<file path="config.mk">
export PLATFORM = sky130hd
export DESIGN_NAME = pdm_sigma_tx
export DESIGN_NICKNAME = d
export VERILOG_FILES = /design/src/rtl/pdm_sigma_pkg.sv /design/src/rtl/pdm_sigma_timer.sv /design/src/rtl/pdm_sigma_fill.sv /design/src/rtl/pdm_sigma_dsm.sv /design/src/rtl/pdm_sigma_tx.sv
export SDC_FILE = /design/constraint.sdc
export NUM_CORES = 1
export LEC_CHECK = 0
export ABC_AREA = 1
export BUFFER_PORTS_ARGS = -buffer_cell sky130_fd_sc_hd__buf_2
export CAP_MARGIN = 20
export CORE_MARGIN = 4
export CORE_UTILIZATION = 35
export CTS_CLUSTER_DIAMETER = 40
export DETAILED_ROUTE_END_ITERATION = 10
export SLEW_MARGIN = 20
export SYNTH_ARGS = -nofsm -noshare
export SYNTH_HDL_FRONTEND = slang
export SYNTH_SLANG_ARGS = --single-unit
</file>
<file path="constraint.sdc">
create_clock -name clk -period 5.72 [get_ports clk]
set_input_delay 0.572 -clock clk [delete_from_list [all_inputs] [get_ports clk]]
set_output_delay 0.572 -clock clk [all_outputs]
set_load 0.02 [all_outputs]
</file>
<file path="src/rtl/pdm_sigma_pkg.sv">
package pdm_sigma_pkg;

    typedef enum logic [1:0] {
        OSR_X32  = 2'd0,
        OSR_X64  = 2'd1,
        OSR_X128 = 2'd2,
        OSR_X256 = 2'd3
    } osr_e;

    typedef enum logic [1:0] {
        CH_LEFT     = 2'd0,
        CH_RIGHT    = 2'd1,
        CH_BOTH     = 2'd2,
        CH_BOTH_ALT = 2'd3
    } chan_e;

    typedef enum logic [1:0] {
        FILL_IDLE,
        FILL_WANT_A,
        FILL_WANT_B,
        FILL_FULL
    } fill_e;

    typedef struct packed {
        osr_e  osr;
        chan_e chan;
        logic  swap;
        logic  wide;
    } cfg_t;

    localparam cfg_t CFG_RESET = '{osr: OSR_X64, chan: CH_BOTH, swap: 1'b0, wide: 1'b0};

    function automatic logic is_stereo(chan_e c);
        return (c == CH_BOTH) || (c == CH_BOTH_ALT);
    endfunction

endpackage

</file>
<file path="src/rtl/pdm_sigma_timer.sv">
module pdm_sigma_timer #(
    parameter int BASE_OSR  = 32,
    parameter int CLK_DIV   = 4,
    parameter int OSR_CODES = 4
) (
    input  logic                       clk,
    input  logic                       rst_n,
    input  logic                       run,
    input  logic [1:0]                 osr_code,
    output logic [$clog2(CLK_DIV)-1:0] ph,
    output logic                       tick,
    output logic                       need,
    output logic                       hi_half
);
    localparam int PH_W    = $clog2(CLK_DIV);
    localparam int MAX_LEN = BASE_OSR << (OSR_CODES - 1);
    localparam int CNT_W   = $clog2(MAX_LEN);
    localparam int LEN_W   = CNT_W + 1;

    logic [CNT_W-1:0] cnt_q;
    logic [LEN_W-1:0] len;

    assign len     = LEN_W'(BASE_OSR) << osr_code;
    assign tick    = (ph == PH_W'(CLK_DIV - 1));
    assign hi_half = (ph < PH_W'(CLK_DIV / 2));
    assign need    = run && tick && ({1'b0, cnt_q} == (len - LEN_W'(1)));

    always_ff @(posedge clk or negedge rst_n) begin
        if (!rst_n) begin
            ph <= '0;
        end else if (tick) begin
            ph <= '0;
        end else begin
            ph <= ph + PH_W'(1);
        end
    end

    always_ff @(posedge clk or negedge rst_n) begin
        if (!rst_n) begin
            cnt_q <= '0;
        end else if (!run) begin
            cnt_q <= '0;
        end else if (tick) begin
            if ({1'b0, cnt_q} == (len - LEN_W'(1))) begin
                cnt_q <= '0;
            end else begin
                cnt_q <= cnt_q + CNT_W'(1);
            end
        end
    end

    AST_CLK_HIGH_PAIR: assert property (@(posedge clk) disable iff (!rst_n)
        $rose(hi_half) |=> hi_half);
    AST_CLK_LOW_PAIR: assert property (@(posedge clk) disable iff (!rst_n)
        $fell(hi_half) |=> !hi_half);
    AST_LEN_BOUND: assert property (@(posedge clk) disable iff (!rst_n)
        run |-> ({1'b0, cnt_q} < len));

endmodule

</file>
<file path="src/rtl/pdm_sigma_fill.sv">
module pdm_sigma_fill
    import pdm_sigma_pkg::*;
#(
    parameter int DW = 24,
    parameter int NW = 16
) (
    input  logic                 clk,
    input  logic                 rst_n,
    input  logic                 run,
    input  cfg_t                 cfg,
    input  logic                 need,
    input  logic                 in_valid,
    input  logic [DW-1:0]        in_data,
    output logic                 in_ready,
    output logic signed [DW-1:0] cur_l,
    output logic signed [DW-1:0] cur_r,
    output logic                 underrun
);
    fill_e         st_q;
    fill_e         st_d;
    logic          accept;
    logic          stereo;
    logic [DW-1:0] word;
    logic [DW-1:0] nxt_l;
    logic [DW-1:0] nxt_r;

    assign accept = in_valid && in_ready;
    assign stereo = is_stereo(cfg.chan);
    assign word   = cfg.wide ? in_data : {in_data[NW-1:0], {(DW - NW){1'b0}}};

    // state register
    always_ff @(posedge clk or negedge rst_n) begin
        if (!rst_n) begin
            st_q <= FILL_IDLE;
        end else begin
            st_q <= st_d;
        end
    end

    // next state
    always_comb begin
        st_d = st_q;
        unique case (st_q)
            FILL_IDLE:   st_d = FILL_WANT_A;
            FILL_WANT_A: if (accept) st_d = stereo ? FILL_WANT_B : FILL_FULL;
            FILL_WANT_B: if (accept) st_d = FILL_FULL;
            FILL_FULL:   if (need)   st_d = FILL_WANT_A;
        endcase
        if (!run) begin
            st_d = FILL_IDLE;
        end
    end

    // outputs of the state machine
    always_comb begin
        unique case (st_q)
            FILL_WANT_A, FILL_WANT_B: in_ready = 1'b1;
            default:                  in_ready = 1'b0;
        endcase
    end

    always_ff @(posedge clk or negedge rst_n) begin
        if (!rst_n) begin
            nxt_l    <= '0;
            nxt_r    <= '0;
            cur_l    <= '0;
            cur_r    <= '0;
            underrun <= 1'b0;
        end else if (!run) begin
            nxt_l    <= '0;
            nxt_r    <= '0;
            cur_l    <= '0;
            cur_r    <= '0;
            underrun <= 1'b0;
        end else begin
            if (accept) begin
                if (st_q == FILL_WANT_B || (st_q == FILL_WANT_A && cfg.chan == CH_RIGHT)) begin
                    nxt_r <= word;
                end else begin
                    nxt_l <= word;
                end
            end
            if (need && st_q == FILL_FULL) begin
                cur_l <= nxt_l;
                cur_r <= nxt_r;
            end
            underrun <= need && (st_q != FILL_FULL);
        end
    end

    AST_UNDERRUN_SINGLE: assert property (@(posedge clk) disable iff (!rst_n)
        underrun |=> !underrun);
    AST_HOLD_ON_UNDERRUN: assert property (@(posedge clk) disable iff (!rst_n)
        underrun |-> ($stable(cur_l) && $stable(cur_r)));
    AST_READY_OFF: assert property (@(posedge clk) disable iff (!rst_n)
        (!run && !$past(run)) |-> !in_ready);

endmodule

</file>
<file path="src/rtl/pdm_sigma_dsm.sv">
module pdm_sigma_dsm #(
    parameter int DW = 24
) (
    input  logic                 clk,
    input  logic                 rst_n,
    input  logic                 clr,
    input  logic                 step,
    input  logic signed [DW-1:0] x,
    output logic                 bit_o
);
    localparam int ST_W = DW + 5;
    localparam int AC_W = DW + 8;
    localparam logic signed [AC_W-1:0] FS_V  = AC_W'(longint'(1) << (DW - 1));
    localparam logic signed [AC_W-1:0] LIM_V = AC_W'(longint'(8) << (DW - 1));

    logic signed [ST_W-1:0] q1_q;
    logic signed [ST_W-1:0] q2_q;
    logic signed [AC_W-1:0] xe;
    logic signed [AC_W-1:0] q1e;
    logic signed [AC_W-1:0] q2e;
    logic signed [AC_W-1:0] u;
    logic signed [AC_W-1:0] us;
    logic signed [AC_W-1:0] y;
    logic signed [AC_W-1:0] qn;

    always_comb begin
        xe  = {{(AC_W - DW){x[DW-1]}}, x};
        q1e = {{(AC_W - ST_W){q1_q[ST_W-1]}}, q1_q};
        q2e = {{(AC_W - ST_W){q2_q[ST_W-1]}}, q2_q};
        u   = xe - (q1e <<< 1) + q2e;
        if (u > LIM_V) begin
            us = LIM_V;
        end else if (u < -LIM_V) begin
            us = -LIM_V;
        end else begin
            us = u;
        end
        y  = us[AC_W-1] ? -FS_V : FS_V;
        qn = y - us;
    end

    always_ff @(posedge clk or negedge rst_n) begin
        if (!rst_n) begin
            q1_q  <= '0;
            q2_q  <= '0;
            bit_o <= 1'b0;
        end else if (clr) begin
            q1_q  <= '0;
            q2_q  <= '0;
            bit_o <= 1'b0;
        end else if (step) begin
            q2_q  <= q1_q;
            q1_q  <= qn[ST_W-1:0];
            bit_o <= ~us[AC_W-1];
        end
    end

    AST_BIT_ONCE_PER_PERIOD: assert property (@(posedge clk) disable iff (!rst_n)
        (!$past(step) && !$past(clr)) |-> $stable(bit_o));

endmodule

</file>
<file path="src/rtl/pdm_sigma_tx.sv">
module pdm_sigma_tx
    import pdm_sigma_pkg::*;
#(
    parameter int DW       = 24,
    parameter int NW       = 16,
    parameter int BASE_OSR = 32,
    parameter int CLK_DIV  = 4
) (
    input  logic          clk,
    input  logic          rst_n,
    input  logic          en,
    input  logic [1:0]    osr_sel,
    input  logic [1:0]    chan_sel,
    input  logic          lr_swap,
    input  logic          wide_fmt,
    input  logic          in_valid,
    output logic          in_ready,
    input  logic [DW-1:0] in_data,
    output logic          pdm_clk,
    output logic          pdm_data,
    output logic          underrun
);
    localparam int PH_W = $clog2(CLK_DIV);
    localparam int N_CH = 2;

    logic                 en_q;
    logic                 run;
    cfg_t                 cfg_q;
    logic                 idle_q;
    logic [PH_W-1:0]      ph;
    logic                 tick;
    logic                 need;
    logic                 hi_half;
    logic signed [DW-1:0] cur_l;
    logic signed [DW-1:0] cur_r;
    logic [N_CH-1:0]      bits;
    logic                 first_bit;
    logic                 second_bit;

    assign run = en_q;

    always_ff @(posedge clk or negedge rst_n) begin
        if (!rst_n) begin
            en_q   <= 1'b0;
            cfg_q  <= CFG_RESET;
            idle_q <= 1'b0;
        end else begin
            en_q <= en;
            if (en && !en_q) begin
                cfg_q <= '{osr: osr_e'(osr_sel), chan: chan_e'(chan_sel),
                           swap: lr_swap, wide: wide_fmt};
            end
            if (tick) begin
                idle_q <= ~idle_q;
            end
        end
    end

    pdm_sigma_timer #(
        .BASE_OSR (BASE_OSR),
        .CLK_DIV  (CLK_DIV),
        .OSR_CODES(4)
    ) u_timer (
        .clk     (clk),
        .rst_n   (rst_n),
        .run     (run),
        .osr_code(cfg_q.osr),
        .ph      (ph),
        .tick    (tick),
        .need    (need),
        .hi_half (hi_half)
    );

    pdm_sigma_fill #(
        .DW(DW),
        .NW(NW)
    ) u_fill (
        .clk     (clk),
        .rst_n   (rst_n),
        .run     (run),
        .cfg     (cfg_q),
        .need    (need),
        .in_valid(in_valid),
        .in_data (in_data),
        .in_ready(in_ready),
        .cur_l   (cur_l),
        .cur_r   (cur_r),
        .underrun(underrun)
    );

    for (genvar g = 0; g < N_CH; g++) begin : g_ch
        pdm_sigma_dsm #(
            .DW(DW)
        ) u_dsm (
            .clk  (clk),
            .rst_n(rst_n),
            .clr  (!run),
            .step (tick),
            .x    ((g == 0) ? cur_l : cur_r),
            .bit_o(bits[g])
        );
    end

    assign pdm_clk = hi_half;

    always_comb begin
        first_bit  = cfg_q.swap ? bits[1] : bits[0];
        second_bit = cfg_q.swap ? bits[0] : bits[1];
        if (!run) begin
            pdm_data = idle_q;
        end else if (is_stereo(cfg_q.chan)) begin
            pdm_data = hi_half ? first_bit : second_bit;
        end else if (cfg_q.chan == CH_RIGHT) begin
            pdm_data = bits[1];
        end else begin
            pdm_data = bits[0];
        end
    end

    AST_HALF_STABLE: assert property (@(posedge clk) disable iff (!rst_n)
        (run && $past(run) && (ph == PH_W'(1) || ph == PH_W'(3))) |-> $stable(pdm_data));
    AST_IDLE_TOGGLE: assert property (@(posedge clk) disable iff (!rst_n)
        ($past(tick) && !en_q && !$past(en_q)) |-> (pdm_data != $past(pdm_data)));
    AST_CFG_HELD: assert property (@(posedge clk) disable iff (!rst_n)
        (en_q && $past(en_q)) |-> $stable(cfg_q));

endmodule

</file>
==> results of run 1 <==
[state kept, by name (all words and copies together) (netlist names), 2 cells and up]
| register | count |
|---|---|
| u_timer.cnt_q | 8 |
| u_timer.ph | 2 |
| cfg_q | 6 |
| u_fill.nxt_r | 24 |
| g_ch.u_dsm.q1_q | 58 |
| u_fill.cur_l | 24 |
| g_ch.u_dsm.bit_o | 2 |
| u_fill.cur_r | 24 |
| g_ch.u_dsm.q2_q | 58 |
| u_fill.st_q | 2 |
| u_fill.nxt_l | 24 |
[layout by cell type (no fill, tap or decap), drive strengths merged, types with 3 or more instances in the layout]
cell and n:
nand4 20, clkinvlp 3, bufinv 4, nor3 10, and3 5, o22ai 67
ha 79, buf 51, and2 4, clkinv 13, mux2 3, nand3b 16
clkbuf 50, a21o 3, o21bai 5, nand2 893, xnor2 9, or2 3
nor2 243, xor2 8, inv 621, nand3 164, o21ai 213, nor4 3
o41ai 26, fa 58, a21oi 91, o211ai 8, dfrtp 233
[what timing repair did]
item / 4_1_cts / 5_1_grt
setup endpoints to repair: 0 / 14
resized for setup: 0 / 2
hold buffers: 0 / 0
[final timing paths]
check / start / to / slack (ns) / cells after the start
hold / removal: rst_n / u_fill.cur_l[23] / 0.03 / 1
setup reg to reg: u_fill.cur_l[23] / g_ch[0].u_dsm.q1_q[20] / 0.47 / 26
min in group clk: en / en_q / 0.13 / 1
max in group asynchronous: rst_n / en_q / 4.34 / 2
setup / recovery: u_fill.cur_l[23] / g_ch[0].u_dsm.q1_q[20] / 0.47 / 26
hold reg to reg: u_timer.ph[0] / u_timer.ph[0] / 0.42 / 1
[cell families after synthesis]
group	Yosys count	share of synthesized area, %
AO/OA/AOI/OAI	421	12.5
flip-flops	235	31.1
buffers and inverters	691	14.1
XOR/XNOR	17	0.827
adder cells (fa/ha/maj)	137	11.4
multiplexers	3	0.179
AND/OR/NAND/NOR	1361	29.9
[per-layer routing]
layer | vias up | routed length (um) | track usage (%)
met5 | - | 55 | 0
met4 | 8 | 1740 | 6.23
met1 | 7875 | 27000 | 27.4
met2 | 367 | 25700 | 31.8
met3 | 99 | 2670 | 3.35
li1 | 8939 | - | -
[cell type report]
| type | count | share of cell area, % |
|---|---|---|
| clock buffers | 50 | 5.10 |
| inverters | 620 | 11.0 |
| flip-flops and latches | 235 | 27.8 |
| diodes | 1 | 0.0118 |
| clock inverters | 21 | 1.32 |
| well taps | 688 | 4.07 |
| multi-input cells | 1939 | 49.2 |
| repair buffers | 51 | 1.48 |
[per-stage QoR]
stage / cells / worst slack [ns] / hold slack (ns)
after floorplan: 2865 / 1.13 / 0.276
after global placement: 3533 / 0.177 / 0.418
after detailed placement: 3533 / 0.200 / 0.417
after CTS: 3604 / 0.159 / 0.0875
after global routing: 3605 / 0.0247 / 0.108
final: 3605 / 0.466 / 0.0275
==> run metrics, run 1 <==
ys flop type dfrtp_1; die height 240 um; Post-DP Area 19800 um^2; post-route antenna net violation count 0; syn_nets 3036; WL final 57100 um; Slew Limit Fails 0; Post-CTS Repair Setup Buffers 0; Vias/cell 4.80; post-route cell area 21100 um^2; CP delay by family, top simple AND/OR/NAND/NOR gates; Cell Rows 84; critical path arrival 5.73 ns; critical path's most frequent cell nand2_1; area grow syn2layout 11.8%; data required time of the critical path 6.19 ns; Final setup viols 0; filler cell count 5737; Max-Cap Viols 0; layout cells sized above 1 6.76%; CP endpoint kind register; Fmax 190 MHz; fin util 39.9%; Die Wd 240 um; core box area 53000 um^2; first-pass GRT wire length 90400 um; Clk Latency, worst-skew pair 0.57 ns; sequential area share after synthesis 31.1%; post-synth cell types 51; # H-tree levels 2; Layout Nets 3058; All-Layer GR Usage 19.8%; CP max stage cell fa_1; GP Congestion 0.934; FFs w/ async S/R, synth 100%; cells after synthesis 2865; CP max stage delay 0.60 ns; global route overflow 0; Hold Fails Final Rpt 0; area leader, netlist dfrtp_1; unrepaired setup endpoints after global routing false; dpl hpwl 44800 um; CTS Buf Count 40; # IOs 38; Storage cell area 5880 um^2; setup TNS 0 ns; clk slew on worst S/H paths 0.05 ns; CTS tree done; top cell type's share of synthesized area 30.8%; DR vias 17300; critical path class reg2reg; Critical Path Fanout Max 19; TritonCTS Sinks 235; vias in the first global route 16600; Worst Tran Pin Value 0.972 ns; CTS Buffer Depth 3; Mapped Avg Cell Area 6.60 um^2; fin crit period 5.25 ns; status complete, no violations; most used standard cell by instance count after synthesis nand2_1; Worst setup SP type register; initial antenna violation count 5; I/O Buffers 37; number of buffers and inverters on the critical path 4; Root Buffer clkbuf_16; full die area 57800 um^2; DR pass1 iterations 6; final worst-path cycle share 91.9%; Post-synth EDFFs 0; area of the multi-input gates 10400 um^2; routed len/inst 15.8 um; starting density of the core 35.7%; relative slew slack 35.2%; Area contributors post-synth dfrtp_1 (31%), nand2_1 (17%), inv_1 (12%); largest net degree at the start of global routing 124; clk_skew 0.0299 ns; DRT iter0 DRCs 1256; Tightest Hold Check Type in2async; Synth top cells by count nand2_1 (870), inv_1 (610), dfrtp_1 (233), nor2_1 (218), o21ai_0 (198); DRC 0; register bit total from synthesis 235; Synth Warn # 0; synthesized cell area 18900 um^2
Power of run 1 is left out: the tool's default activity adds up to more than one toggle a clock period on the data nets, which glitch-free logic cannot reach.
==> run 2, diff against run 1 <==
--- a/config.mk
+++ b/config.mk
@@ -8,6 +8,7 @@
 export ABC_AREA = 1
 export BUFFER_PORTS_ARGS = -buffer_cell sky130_fd_sc_hd__buf_2
 export CAP_MARGIN = 20
+export CORE_ASPECT_RATIO = 2
 export CORE_MARGIN = 4
 export CORE_UTILIZATION = 35
 export CTS_CLUSTER_DIAMETER = 40
==> constraint.sdc (replaced) <==
create_clock -name clk -period 5.18 [get_ports clk]
set_input_delay 0.518 -clock clk [delete_from_list [all_inputs] [get_ports clk]]
set_output_delay 0.518 -clock clk [all_outputs]
set_load 0.005 [all_outputs]
==> run 2 against run 1 <==
Net effect: critical endpoint is now g_ch[1].u_dsm.q1_q[27]; via count grew 6.6%; die area grew 0.39%; largest cell class unchanged; critical path type unchanged; design area grew 4.7%; maximum frequency grew 3.9%.
==> run metrics, run 2 (synthesized netlist as in run 1, its figures left out) <==
Final setup viols 0; CP delay by family, top simple AND/OR/NAND/NOR gates; CTS Buf Count 28; fin crit period 5.06 ns; Max-Cap Viols 0; I/O Buffers 37; CTS Buffer Depth 3; CP endpoint kind register; Worst setup SP type register; unrepaired setup endpoints after global routing true; largest net degree at the start of global routing 137; full die area 58000 um^2; Fmax 198 MHz; die height 337 um; Hold Fails Final Rpt 0; commonest non-fill, non-tap cells in the layout nand2_1 (855), inv_1 (604), dfrtp_1 (232); Clk Latency, worst-skew pair 0.60 ns; relative slew slack 40.1%; DR vias 18400; DR pass1 iterations 7; starting density of the core 35.4%; CP max stage cell nor2_1; filler cell count 5815; Reg2Reg Setup Slack 0.12 ns; Layout Nets 3184; critical path's most frequent cell nand2_1; Die Wd 172 um; DRC 0; DRT iter0 DRCs 1135; first-pass GRT wire length 106000 um; core box area 53500 um^2; pre-CTS setup slack -0.0736 ns; number of buffers and inverters on the critical path 5; All-Layer GR Usage 23.9%; biggest regs g_ch.u_dsm.q1_q: 58 flops, g_ch.u_dsm.q2_q: 58 flops; critical path class reg2reg; CP max stage delay 0.55 ns; Root Buffer clkbuf_16; layout cells sized above 1 12.5%; routed len/inst 18.5 um; Worst Tran Pin Value 0.897 ns; Cell Rows 120; post-route antenna net violation count 0; GP Congestion 1.01; final worst slack 0.122 ns; Tightest Hold Check Type in2reg; clk_skew 0.0421 ns; Slew Limit Fails 0; critical path arrival 5.51 ns; WL final 68500 um; area grow syn2layout 17.1%; # IOs 38; dpl hpwl 55800 um; fin util 41.4%; Critical Path Fanout Max 18; final worst-path cycle share 97.7%; status complete, no violations; # H-tree levels 1; clk slew on worst S/H paths 0.07 ns; vias in the first global route 19600; Vias/cell 4.97; most common cell after layout, fill and taps aside nand2_1; global route overflow 0; CTS tree done; initial antenna violation count 1; TritonCTS Sinks 235; data required time of the critical path 5.63 ns
-- run 2: cell types whose count changed in the layout (fill, tap and decap cells not counted), moves of 6 or more --
| cell | delta |
|---|---|
| o41ai_1 | -7 |
| nand2_2 | +13 |
| clkbuf_16 | -12 |
| nor2_1 | -16 |
| buf_4 | +132 |
| o41ai_2 | +6 |
| ha_2 | +8 |
| ha_1 | -13 |
| nand2_1 | -13 |
| nor2_2 | +14 |
-- run 2: stage by stage --
step	setup TNS (ns)	cells	instance area [um^2]	hold slack (ns)
after floorplan	0	2865	18900	0.222
after global placement	-0.408	3645	20700	0.415
after detailed placement	-0.424	3645	20700	0.421
after CTS	0	3701	21800	0.0197
after global routing	-0.222	3706	22100	0.0286
final	0	3707	22100	0.0435
-- run 2: worst register-to-register path, cell delays in order (launching register included) --
cell and delay [ns]:
dfrtp_1 0.37, clkinvlp_4 0.11, buf_12 0.15, fa_1 0.54
inv_1 0.04, ha_1 0.38, nand2_1 0.13, nor2_1 0.22
and3_1 0.23, and2_1 0.15, nand2_1 0.10, nand2_1 0.09
nand2_1 0.06, nand2_2 0.11, nand4_1 0.16, ha_4 0.34
buf_12 0.15, nor2_1 0.08, buf_4 0.16, o21ai_2 0.17
nand3_2 0.19, nor2_1 0.55, nand2_1 0.17, nand2_1 0.10
nand2_1 0.05, nand3_1 0.06, nand2_1 0.05
-- run 2: final cells by class --
type	count	area [um^2]	area share, %
Tap cell	671	840	3.79
Clock inverter	19	255	1.15
Inverter	620	2340	10.6
Antenna cell	1	2.50	0.0113
Clock buffer	33	749	3.39
Sequential cell	235	5880	26.6
Multi-Input combinational cell	1939	10700	48.1
Timing Repair Buffer	189	1410	6.35
-- run 2: final timing paths --
kind | start | cells past startpoint | endpoint
hold / removal | en | 1 | en_q
setup reg to reg | u_fill.cur_r[23] | 26 | g_ch[1].u_dsm.q1_q[27]
setup / recovery | u_fill.cur_r[23] | 26 | g_ch[1].u_dsm.q1_q[27]
min in group asynchronous | rst_n | 2 | u_fill.cur_l[16]
max in group asynchronous | rst_n | 3 | g_ch[0].u_dsm.q2_q[23]
hold reg to reg | u_timer.ph[0] | 1 | u_timer.ph[0]
-- run 2: routing by layer --
metal / vias up / part of all wire (%) / routed length [um] / track usage [%]
met3: 260 / 2.4 / 1620 / 2.04
met2: 410 / 55 / 37500 / 46.1
met5: - / 0 / 0 / 0
li1: 9186 / - / - / -
met1: 8581 / 32 / 21600 / 21.0
met4: 0 / 11 / 7750 / 21.5
-- run 2: repair_timing --
action | CTS | global route
endpoints found under the hold margin | 32 | 0
pin swaps | 0 | 6
hold buffers | 1 | 0
gates resized for setup | 4 | 69
endpoints found under the setup margin | 10 | 39
setup buffers | 3 | 4
Power of run 2 is left out for the same reason.
==> run 3, diff against run 2 <==
--- a/config.mk
+++ b/config.mk
@@ -10,9 +10,11 @@
 export CAP_MARGIN = 20
 export CORE_ASPECT_RATIO = 2
 export CORE_MARGIN = 4
-export CORE_UTILIZATION = 35
+export CORE_UTILIZATION = 60
 export CTS_CLUSTER_DIAMETER = 40
 export DETAILED_ROUTE_END_ITERATION = 10
+export HOLD_SLACK_MARGIN = 0.15
+export PLACE_DENSITY = 0.77
 export SLEW_MARGIN = 20
 export SYNTH_ARGS = -nofsm -noshare
 export SYNTH_HDL_FRONTEND = slang
==> run 3 against run 2 <==
Net effect: maximum frequency hardly changed; sequential cell count stayed put; design area grew 0.53%; wire length is 11% higher; largest cell class unchanged; critical endpoint is now g_ch[0].u_dsm.q1_q[10]; cell count down 6.2%.
==> run metrics, run 3 (synthesized netlist as in run 1, its figures left out) <==
CTS Buffer Depth 3; final worst-path cycle share 97.6%; HP Start chan_sel[0]; Vias/cell 5.88; Tightest Hold Check Type in2reg; DRT iter0 DRCs 2108; layout cells sized above 1 15.3%; post-route antenna net violation count 0; clk_skew 0.0392 ns; worst r2r src u_fill.cur_l[23]; Layout Nets 3212; CTS Buf Count 25; critical path arrival 5.56 ns; most common cell after layout, fill and taps aside nand2_1; worst hold endpoint cfg_q[2]; Slew Limit Fails 0; core box area 31000 um^2; dpl cells 3418; All-Layer GR Usage 43.8%; Critical Path Fanout Max 7; # IOs 38; TritonCTS Sinks 235; area grow syn2layout 17.7%; DR vias 20500; Post-Layout Cell Count 3479; Worst Hold Depth 2; filler cell count 2481; DRC 0; clk slew on worst S/H paths 0.07 ns; first-pass GRT wire length 114000 um; reg2reg end g_ch[0].u_dsm.q1_q[10]; I/O Buffers 37; Worst setup SP type register; routed len/inst 21.8 um; critical path class reg2reg; die height 259 um; initial antenna violation count 1; data required time of the critical path 5.69 ns; largest net degree at the start of global routing 137; reg2reg path depth 24; fin crit period 5.06 ns; Worst Tran Pin Value 1.10 ns; relative slew slack 27.0%; commonest non-fill, non-tap cells in the layout nand2_1 (836), inv_1 (602), dfrtp_1 (232); biggest regs g_ch.u_dsm.q1_q: 58 flops, g_ch.u_dsm.q2_q: 58 flops; starting density of the core 61.0%; CP endpoint kind register; full die area 34600 um^2; # H-tree levels 1; Root Buffer clkbuf_16; GP Congestion 1.08; CTS tree done; Fmax 198 MHz; Reg2Reg Setup Slack 0.12 ns; dpl hpwl 57700 um; global route overflow 0; Cell Rows 91; Hold Fails Final Rpt 0; Final setup viols 0; Die Wd 134 um; vias in the first global route 21100; Clk Latency, worst-skew pair 0.60 ns; DR pass1 iterations 9; WL final 75900 um; Max-Cap Viols 0; status complete, no violations
[run 3: cell types whose count changed in the layout (fill, tap and decap cells not counted), sizes merged]
cell	previous run	this run
buf	188	218
bufinv	2	1
clkbuf	33	32
clkinv	11	9
clkinvlp	5	3
dlygate4sd3	1	2
[run 3: layer usage]
metal / vias to the layer above / global-route usage [%] / routed length, um
met2: 1222 / 78.3 / 38300
met1: 9374 / 36.3 / 21100
met4: 0 / 50.3 / 11600
met5: - / 0.731 / 0
li1: 9237 / - / -
met3: 631 / 9.13 / 4860
[run 3: worst max-delay path by stage]
stage                                start                      to
after global placement    u_fill.cur_r[23]  g_ch[1].u_dsm.q1_q[26]
after detailed placement  u_fill.cur_r[23]  g_ch[1].u_dsm.q1_q[18]
after CTS                 u_fill.cur_r[23]  g_ch[1].u_dsm.q1_q[28]
after floorplan           u_fill.cur_r[23]  g_ch[1].u_dsm.q1_q[28]
after global routing       u_fill.cur_r[5]  g_ch[1].u_dsm.q1_q[28]
final                     u_fill.cur_l[23]  g_ch[0].u_dsm.q1_q[10]
[run 3: what timing repair did]
action                                 CTS  global route
setup endpoints to repair               16            48
buffers inserted                         3             9
endpoints found under the hold margin   98             0
pin swaps                                1            13
hold buffers                             2             0
gates resized for setup                 12           153
[run 3: final cells by class]
cell class / count / area, um^2 / area share, %
repair buffers: 220 / 1640 / 7.37
diodes: 1 / 2.50 / 0.0112
clock buffers: 32 / 662 / 2.98
flip-flops and latches: 235 / 5880 / 26.5
multi-input cells: 1939 / 11000 / 49.6
clock inverters: 14 / 170 / 0.765
well taps: 418 / 523 / 2.35
inverters: 620 / 2330 / 10.5
[run 3: per-stage QoR]
stage | hold slack [ns] | TNS (ns) | utilization [%] | worst slack, ns | instance area (um^2)
global placement | 0.414 | -1.31 | 66.6 | -0.304 | 20600
CTS | 0.177 | 0 | 69.6 | 0.00717 | 21600
global route | 0.174 | -1.76 | 71.8 | -0.179 | 22200
finish | 0.164 | 0 | 71.8 | 0.123 | 22200
floorplan | 0.222 | 0 | - | 0.587 | 18900
detailed placement | 0.433 | -2.12 | 66.6 | -0.440 | 20600
[run 3: worst max-delay path, stage by stage (launching register included)]
cell,delay (ns)
dfrtp_1,0.38
clkinvlp_4,0.22
buf_4,0.20
fa_1,0.53
inv_1,0.08
ha_4,0.30
nand2_1,0.08
buf_4,0.16
nor2_2,0.13
and3_1,0.16
nand2_1,0.12
nand2_1,0.10
nand2_1,0.05
nand2_1,0.09
nand4_1,0.09
nand3b_1,0.23
ha_4,0.37
buf_6,0.16
buf_4,0.12
nor2_1,0.07
o41ai_2,0.36
nand2_1,0.16
o211ai_1,0.47
nand3_1,0.19
o21ai_1,0.14
Power of run 3 is left out for the same reason.
